==> src/rtl/link_byte_tx.sv <==
module link_byte_tx (
  input  logic         clk,
  input  logic         rst_n,
  input  logic         in_valid,
  output logic         in_ready,
  input  logic [103:0] in_pkt,
  input  logic         rd_wait,
  input  logic         wr_wait,
  output logic         tx_frame,
  output logic [7:0]   tx_byte
);
  localparam logic [3:0] LAST_SHORT = 4'd8;
  localparam logic [3:0] LAST_FULL  = 4'd12;
  localparam logic [3:0] BURST_IDX  = 4'd5;

  logic [103:0] cur;
  logic         busy;
  logic [3:0]   idx, last_idx;
  logic [7:0]   sel;

  logic in_wr, in_w64, cur_w64, on_last, seq_next, blocked, take;
  assign in_wr    = in_pkt[1];
  assign in_w64   = in_pkt[1] & (in_pkt[3:2] == 2'b11);
  assign cur_w64  = cur[1] & (cur[3:2] == 2'b11);
  assign on_last  = busy & (idx == last_idx);
  assign seq_next = cur_w64 & in_w64 & (in_pkt[7:4] == cur[7:4])
                  & (in_pkt[39:8] == cur[39:8] + 32'd8) & ~wr_wait;
  assign blocked  = in_wr ? wr_wait : rd_wait;
  assign in_ready = busy ? (on_last & seq_next) : ~blocked;
  assign take     = in_valid & in_ready;

  always_comb begin
    case (idx)
      4'd0:    sel = cur[7:0];
      4'd1:    sel = cur[39:32];
      4'd2:    sel = cur[31:24];
      4'd3:    sel = cur[23:16];
      4'd4:    sel = cur[15:8];
      4'd5:    sel = cur[71:64];
      4'd6:    sel = cur[63:56];
      4'd7:    sel = cur[55:48];
      4'd8:    sel = cur[47:40];
      4'd9:    sel = cur[103:96];
      4'd10:   sel = cur[95:88];
      4'd11:   sel = cur[87:80];
      4'd12:   sel = cur[79:72];
      default: sel = 8'h00;
    endcase
  end

  always_ff @(posedge clk) begin
    if (!rst_n) begin
      cur      <= '0;
      busy     <= 1'b0;
      idx      <= '0;
      last_idx <= '0;
    end else if (take) begin
      cur      <= in_pkt;
      busy     <= 1'b1;
      idx      <= busy ? BURST_IDX : 4'd0;
      last_idx <= (in_wr && in_pkt[3:2] != 2'b11) ? LAST_SHORT : LAST_FULL;
    end else if (busy) begin
      if (idx == last_idx) busy <= 1'b0;
      else                 idx  <= idx + 4'd1;
    end
  end

  assign tx_frame = busy;
  assign tx_byte  = busy ? sel : 8'h00;
endmodule

==> config.mk <==
export PLATFORM = sky130hd
export DESIGN_NAME = link_byte_tx
export DESIGN_NICKNAME = d
export VERILOG_FILES = /design/src/rtl/link_byte_tx.sv
export SDC_FILE = /design/constraint.sdc
export NUM_CORES = 1
export LEC_CHECK = 0
export ABC_AREA = 1
export BUFFER_PORTS_ARGS = -buffer_cell sky130_fd_sc_hd__buf_2
export CAP_MARGIN = 20
export CORE_ASPECT_RATIO = 1.5
export CORE_UTILIZATION = 45
export DETAILED_ROUTE_END_ITERATION = 8
export PLACE_DENSITY = 0.66
export SYNTH_ARGS = -nofsm -noshare
export SYNTH_HDL_FRONTEND = slang
export SYNTH_SLANG_ARGS = --single-unit
==> constraint.sdc <==
create_clock -name clk -period 4 [get_ports clk]
set_input_delay 0 -clock clk [delete_from_list [all_inputs] [get_ports clk]]
set_output_delay 0 -clock clk [all_outputs]
set_load 0.01 [all_outputs]
Yosys cells after proc, flatten, opt, wreduce, memory -nomap -nowiden

Cells that the tools add are included.

Flip-flop bits (word level): 113
Bits in latches: 0
RAM bits: 0
Memory bits (read-only): 0
Word-level logic and storage cells: 52
Memories: 0

$add $sub $neg: 2
$mul: 0
Div/mod/pow operators: 0
Order comparisons: 0
Equality and inequality tests: 19
Shift-type cells: 0
Muxes and demuxes: 12
Bitwise gates (word level): 11
Reductions and logical operators: 4

Operators by type and width:

| operator                                             | number |
|---|---|
| case mux 8 bit (13 select lines)                     | 1 |
| adder 32 x 4 -> 32 bit (second input constant)       | 1 |
| equality test 32 bit                                 | 1 |
| equality test 4 bit (second input constant)          | 5 |
| equality test 4 x 3 -> 1 bit (second input constant) | 4 |
| 2-to-1 mux 4 bit                                     | 3 |
| bitwise AND 1 bit                                    | 9 |
| equality test 4 x 2 -> 1 bit (second input constant) | 2 |
| equality test 4 bit                                  | 2 |
| 2-to-1 mux 8 bit                                     | 1 |
| 2-to-1 mux 3 bit                                     | 2 |
| 2-to-1 mux 1 bit                                     | 5 |
| adder 4 x 1 -> 4 bit (second input constant)         | 1 |
| equality test 2 bit (second input constant)          | 2 |
| equality test 4 x 1 -> 1 bit (second input constant) | 1 |
| logical NOT 4 bit                                    | 1 |
| inequality test 2 bit (second input constant)        | 2 |
| inverter 1 bit                                       | 2 |
| AND reduction 2 bit                                  | 1 |
| nonzero test 2 bit                                   | 1 |
| logical AND 1 bit                                    | 1 |

Logic depth before layout (Yosys ltp)

Gate-level depths: netlist of the first run.

Word-level depth: 11
Mapped depth: 21
Mapped depth without buffers: 20

Worst setup path before layout of the first run

No wires, ideal clock.

Kind: register -> register
Start: register idx[0]
End: register cur[26]
Setup time: 116 ps
Arrival: 2,291 ps
Path slack: 1,593 ps
Cell stages (with the launch flop): 21
Path buffers: 3
Period minus slack after synthesis: 2,407 ps
Path through: dfxtp_1 > inv_1 > ha_1 > clkbuf_1 > inv_1 > a21oi_1 > nand3_1 > nor2_1 > nand2_1 > nor2_1 > nand2_1 > nor2_1 > nand2_1 > nor2_1 > nand2_1 > nand2_2 > nand2_4 > buf_6 > buf_2 > o21ai_0 > nor2_1

Cells in the longest elaborated chain, start to end: 5

RTL lines:

| what                   | line | text |
|---|---|---|
| start, declared        | 18   | `logic [3:0] idx, last_idx;` |
| start signal, assigned | 60   | `idx <= busy ? BURST_IDX : 4'd0;` |
| start signal, assigned | 64   | `else idx <= idx + 4'd1;` |
| equality test 4 bit    | 25   | `assign on_last = busy & (idx == last_idx);` |
| bitwise AND 1 bit      | 25   |  |
| bitwise AND 1 bit      | 29   | `assign in_ready = busy ? (on_last & seq_next) : ~blocked;` |
| 2-to-1 mux 1 bit       | 29   |  |
| named net in_ready     | 5    | `output logic in_ready,` |
| bitwise AND 1 bit      | 30   | `assign take = in_valid & in_ready;` |
| end signal, assigned   | 58   | `cur <= in_pkt;` |
| end, declared          | 16   | `logic [103:0] cur;` |

The timed path passes the listed nets, and every way through them passes these cells.
A chain may end at the register's enable or synchronous reset.

Worst setup path in the final report of the first run

Start: register cur[11]
End: register cur[34]

Cells in the longest elaborated chain, start to end: 7

RTL lines:

| what                           | line | text |
|---|---|---|
| adder 32 x 4 -> 32 bit         | 27   | `& (in_pkt[39:8] == cur[39:8] + 32'd8) & ~wr_wait;` |
| equality test 32 bit           | 27   |  |
| bitwise AND 1 bit (2 in a row) | 27   |  |
| bitwise AND 1 bit              | 29   |  |
| 2-to-1 mux 1 bit               | 29   |  |
| bitwise AND 1 bit              | 30   |  |

No other way between the ends.

==> impl_metrics.json, run 1 <==
{
  "status": "finished, violations left",
  "violations": "design-rule violations, negative hold slack",
  "worstSkewPairLatency_ns": 0.35,
  "max_freq_mhz": 287,
  "cp-end-kind": "register",
  "power_frac_clock_pct": 33.0,
  "dpl.hpwl_mm": 14.3,
  "powerDensity_nw_per_um2": 332,
  "grtUsageTotal_pct": 28.1,
  "clk_pin_slew_ns": 0.08,
  "synth_seq_cells": 111,
  "startpoint": "cur[11]$_SDFFE_PN0P_",
  "numClockSinks": 111,
  "drive_gt1_share_pct": 13.5,
  "drc": 5,
  "p_int_w": 0.00187,
  "synth_nets": 1093,
  "yosysSeqAreaShare_pct": 35.7,
  "clockBufferDepth": 2,
  "hp-class": "input pin to register",
  "ff2ff_path_depth": 20,
  "worstPathRequired_ns": 4.28,
  "fin_util_pct": 60.0,
  "whs_ns": -0.00305,
  "finalSetupViolations": 0,
  "final_nets": 1283,
  "period_minus_slack_ns": 3.49,
  "place_congestion": 0.894,
  "regArea_um2": 2220,
  "cts_made_buffers": 9,
  "die_w_um": 98.1,
  "fin_ws_ns": 0.513,
  "finalHoldViolCount": 1,
  "antenna_found_initial": 0,
  "holdPathEnd": "cur[85]$_SDFFE_PN0P_",
  "root_buffer": "clkbuf_16",
  "timing.final.crit_share_pct": 87.2,
  "vias_per_cell": 5.16,
  "die_area_um2": 14300,
  "hold_depth": 3,
  "initial_utilization_pct": 46.0,
  "first_iter_violations": 308,
  "synth-edff-count": 0,
  "p_sw_share_pct": 30.5,
  "cts_setup_buffers": 0,
  "share_seq_of_total_power_pct": 47.8,
  "synth_area_um2": 6230,
  "worstPathMaxFanout": 40,
  "rr_endpoint": "cur[34]$_SDFFE_PN0P_",
  "yosysUniqueCellTypes": 39,
  "cp-start-kind": "register",
  "synth_top_area_share_pct": 35.7,
  "arrival_ns": 3.77,
  "hold_path_startpoint": "in_pkt[85]",
  "multiInputGateArea_um2": 3430,
  "rows": 52,
  "gr-total-overflow": 0,
  "wire_per_inst_um": 14.8,
  "switchingPower_w": 0.000823,
  "synth_cells": 979,
  "ys.flop_type": "dfxtp_1",
  "grt_pass1_vias": 6620,
  "tns_ns": 0,
  "io_pins": 119,
  "dp_worst_setup_slack_ns": 0.577,
  "r2r_start": "cur[11]$_SDFFE_PN0P_",
  "num_vias": 6894,
  "cap_viol_max_count": 0,
  "n_antenna_cell": 0,
  "ir_drop_uv": 235,
  "combPwrFrac_pct": 19.3,
  "leakagePower_nw": 3.58,
  "yosysWarnings": 0,
  "avgSynthCellArea_um2": 6.36,
  "core-area_um2": 13500,
  "grt_first_pass_wirelength_mm": 31.5,
  "cts_tree": "done",
  "async_flop_share_pct": 0,
  "synthTopCellsByArea": "dfxtp_1 (36%), nor2_1 (13%), nand2_1 (12%)",
  "drtPass1Iterations": 7,
  "cts_max_level": 3,
  "die_y_um": 146,
  "fillers": 1334,
  "grt_max_degree": 69,
  "drv_slew": 0,
  "crit_type": "register to register",
  "grt_setup_unrepaired": "no",
  "worstMarginPinSlew_ns": 1.17,
  "area_delta_synth_final_pct": 30.4,
  "routed_wl_mm": 19.8,
  "ff2ff_setup_slack_ns": 0.51,
  "clock_skew_ns": 0.00827,
  "port_buffers": 118,
  "yosysTopAreaCell": "dfxtp_1",
  "slew_headroom_pct": 20.0,
  "ant_nets": 0
}
-- state kept, by name, summed over array words and instances, names as in the netlist --
name / count
cur: 104
idx: 4
tx_frame: 1
last_idx: 2
-- power groups by stage --
stage	combinational (W)	sequential (W)	clock, W
4_1_cts	0.000515	0.00129	0.000903
5_1_grt	0.000588	0.00130	0.000943
3_3_place_gp	0.000436	0.00131	0
6_report	0.000520	0.00129	0.000889
2_1_floorplan	0.000320	0.00128	0
3_5_place_dp	0.000441	0.00131	0
-- worst max-delay path by stage --
stage,endpoint,cells past startpoint
3_3_place_gp,cur[93]$_SDFFE_PN0P_,20
5_1_grt,cur[24]$_SDFFE_PN0P_,20
2_1_floorplan,cur[26]$_SDFFE_PN0P_,20
3_5_place_dp,cur[45]$_SDFFE_PN0P_,20
6_report,cur[34]$_SDFFE_PN0P_,20
4_1_cts,cur[53]$_SDFFE_PN0P_,20
-- final cells by class --
type	instances	share of cell area, %
clock buffers	9	2.77
multi-input cells	737	42.2
inverters	85	3.93
clock inverters	7	0.847
flip-flops and latches	111	27.4
repair buffers	225	20.4
well taps	162	2.50
-- what timing repair did --
item | in CTS | in global routing
endpoints found under the setup margin | 0 | 0
gates resized for setup | 0 | 0
hold buffers | 97 | 0
hold endpoints to repair | 97 | 0
-- kinds of logic after synthesis --
kind of cell               count (synthesis)  synth area share, %
buffers and inverters                    131                 9.28
adders and majority gates                  5                 1.00
xor gates and xnor gates                  30                 4.22
AOI/OAI and AO/OA                        169                 14.7
DFF                                      111                 35.7
and+or+nand+nor                          533                 35.1
-- worst max-delay path, cell delays in order, from the launching register on --
cell,delay (ns)
dfxtp_1,0.47
ha_1,0.23
nand2_1,0.09
nor2_1,0.19
nand2_1,0.19
nor2_2,0.25
nand2_1,0.07
nand2_1,0.07
nand2_1,0.05
inv_2,0.04
nand2_1,0.06
nor2_1,0.27
nand2_1,0.09
nor2_1,0.09
nand2_1,0.07
nand2_2,0.11
nand2_4,0.22
inv_2,0.38
buf_12,0.25
nor2_1,0.07
nor2_1,0.12
-- through the flow --
| step | instance area (µm²) | total power, W | cells |
|---|---|---|---|
| 2_1_floorplan | 6230 | 0.00160 | 979 |
| 3_3_place_gp | 6850 | 0.00175 | 1222 |
| 3_5_place_dp | 6850 | 0.00175 | 1222 |
| 4_1_cts | 8110 | 0.00271 | 1335 |
| 5_1_grt | 8120 | 0.00283 | 1336 |
| 6_report | 8120 | 0.00270 | 1336 |
-- Yosys cell counts, types with 2 or more instances --
library cell  count
nor2_2            4
a31oi_1           3
clkinv_1          3
nand2_2           2
o21ai_1          17
clkbuf_1         23
nand3_1          71
a41oi_1           4
a2111oi_0         2
ha_1              5
nor2_1          223
buf_2             8
inv_1            79
o21ai_0          95
nor2_4            3
inv_2             3
nand3b_1          2
dfxtp_1         111
buf_6             9
nand2_1         207
a21oi_1          36
a221oi_1          6
o2111ai_1         2
xor2_1           17
xnor2_1          13
clkbuf_2          4
nand4_1          13
nor3_1            3
-- cell usage in the layout (no fill, tap or decap), drive strengths merged, types with 4 or more instances in the layout --
cell and instances:
ha 5, clkbuf 9, dlygate4sd3 97, a41oi 4
nand3 71, dfxtp 111, clkinv 8, inv 84
a221oi 6, nor2 230, xnor2 13, nand2 210
a21oi 36, xor2 17, o21ai 112, buf 128
nand4 13
-- per-layer routing --
metal,up-vias,global-route usage [%],wire length (µm),share of wire (%)
met5,-,0,0,0
met1,3117,30.5,7800,39
li1,3521,-,-,-
met3,68,3.64,731,3.7
met4,0,16.9,1080,5.5
met2,188,51.2,10200,51
Power figures use the tool's default switching activity.
==> inputs of run 2 (changes only) <==
==> constraint.sdc (replaced) <==
create_clock -name clk -period 4.1 [get_ports clk]
set_input_delay 0 -clock clk [delete_from_list [all_inputs] [get_ports clk]]
set_output_delay 0 -clock clk [all_outputs]
set_load 0.01 [all_outputs]
==> impl_metrics.json, run 2 (synthesis gave the netlist of run 1 again) <==
{
  "status": "finished, violations left",
  "violations": "design-rule violations",
  "antenna_found_initial": 0,
  "cts_setup_buffers": 0,
  "p_sw_share_pct": 30.2,
  "root_buffer": "clkbuf_16",
  "grtUsageTotal_pct": 28.4,
  "drc": 4,
  "finalSetupViolations": 0,
  "drtPass1Iterations": 7,
  "worstMarginPinSlew_ns": 0.994,
  "dpl.hpwl_mm": 14.3,
  "grt_setup_unrepaired": "no",
  "place_congestion": 0.893,
  "tns_ns": 0,
  "wire_per_inst_um": 14.8,
  "combPwrFrac_pct": 19.5,
  "io_pins": 119,
  "initial_utilization_pct": 46.0,
  "cts_hold_buf": 99,
  "powerDensity_nw_per_um2": 322,
  "clock_skew_ns": 0.00724,
  "routed_wl_mm": 19.8,
  "ant_nets": 0,
  "hp-class": "input pin to register",
  "core-area_um2": 13500,
  "final_nets": 1283,
  "timing.final.crit_share_pct": 84.1,
  "share_seq_of_total_power_pct": 48.1,
  "p_int_w": 0.00182,
  "grt_pass1_vias": 6646,
  "worstPathMaxFanout": 74,
  "mostFrequentLayoutCell": "nor2_1",
  "cts_made_buffers": 9,
  "first_iter_violations": 314,
  "leakagePower_nw": 3.56,
  "cts_tree": "done",
  "port_buffers": 118,
  "cts_max_level": 3,
  "ir_drop_uv": 197,
  "die_w_um": 98.1,
  "mostFrequentLayoutCells": "nor2_1 (222), nand2_1 (207), buf_2 (118), dfxtp_1 (111), dlygate4sd3_1 (99)",
  "whs_ns": 0.00498,
  "drive_gt1_share_pct": 13.3,
  "finalHoldViolCount": 0,
  "vias_per_cell": 5.14,
  "crit_type": "register to register",
  "cap_viol_max_count": 0,
  "p_total_w": 0.00261,
  "num_vias": 6862,
  "worstPathRequired_ns": 4.38,
  "max_freq_mhz": 290,
  "largest_register": "cur",
  "slew_headroom_pct": 32.0,
  "period_minus_slack_ns": 3.45,
  "die_area_um2": 14300,
  "area_delta_synth_final_pct": 30.3,
  "cp-start-kind": "register",
  "cp-end-kind": "register",
  "clockBufferDepth": 2,
  "drv_slew": 0,
  "arrival_ns": 3.73,
  "largest_reg_flops": 104,
  "die_y_um": 146,
  "worstSkewPairLatency_ns": 0.35,
  "ctsResizeCount": 0,
  "reg.largest.list": "cur (104), idx (4), last_idx (2)",
  "gr-total-overflow": 0,
  "grt_max_degree": 75,
  "clk_pin_slew_ns": 0.08,
  "grt_first_pass_wirelength_mm": 32.0,
  "switchingPower_w": 0.000789,
  "power_frac_clock_pct": 32.4,
  "numClockSinks": 111,
  "rows": 52,
  "n_antenna_cell": 0
}
[run 2: cell count changes in the layout (fill, tap and decap cells not counted), sizes merged]
cell | previous run | this run
clkinv | 8 | 5
buf | 128 | 126
dlygate4sd3 | 97 | 99
clkinvlp | 0 | 2
[run 2: metrics by stage]
step / util, % / cells / setup WS [ns] / area, µm²
CTS: 59.9 / 1334 / 0.706 / 8100
detailed placement: 50.5 / 1220 / 0.722 / 6830
global route: 59.9 / 1335 / 0.285 / 8110
finish: 59.9 / 1335 / 0.653 / 8110
floorplan: - / 979 / 1.69 / 6230
global placement: 50.5 / 1220 / 0.737 / 6830
[run 2: final cells by class]
class                           count  area (µm²)
Sequential cell                   111        2220
Clock buffer                        9         225
Timing Repair Buffer              225        1660
Clock inverter                      6        55.1
Multi-Input combinational cell    737        3430
Inverter                           85         319
Tap cell                          162         203
Fill cell                        1364        5420
[run 2: power groups by stage]
stage / logic [W] / registers [W] / clock network, W
after floorplan: 0.000312 / 0.00125 / 0
after global placement: 0.000425 / 0.00128 / 0
after detailed placement: 0.000431 / 0.00128 / 0
after CTS: 0.000505 / 0.00126 / 0.000861
after global routing: 0.000577 / 0.00127 / 0.000896
final: 0.000508 / 0.00126 / 0.000846
[run 2: final timing paths]
path / startpoint / endpoint / slack (ns) / cells past startpoint
max: cur[11]$_SDFFE_PN0P_ / cur[78]$_SDFFE_PN0P_ / 0.65 / 17
min reg2reg: cur[75]$_SDFFE_PN0P_ / cur[75]$_SDFFE_PN0P_ / 0.45 / 2
max reg2reg: cur[11]$_SDFFE_PN0P_ / cur[78]$_SDFFE_PN0P_ / 0.65 / 17
min: in_pkt[7] / cur[7]$_SDFFE_PN0P_ / 0.005 / 3
[run 2: layer usage]
layer	vias up	share of wire (%)	track usage (%)
met3	64	4.1	3.73
met2	193	51	51.3
met5	-	0	0
met1	3085	39	31.2
met4	0	5.4	17.0
li1	3520	-	-
[run 2: critical path: stages, from the launching register on]
cell and delay (ns):
dfxtp_1 0.47, ha_1 0.24, nand2_1 0.10, nor2_1 0.18, nand2_1 0.19, nor2_2 0.24
nand2_1 0.09, xor2_1 0.14, inv_1 0.05, nor2_1 0.03, nand2_1 0.13, nor2_1 0.07
nand2_1 0.07, nand2_2 0.07, nand2_4 0.26, buf_4 0.60, o21ai_0 0.20, a21oi_1 0.15
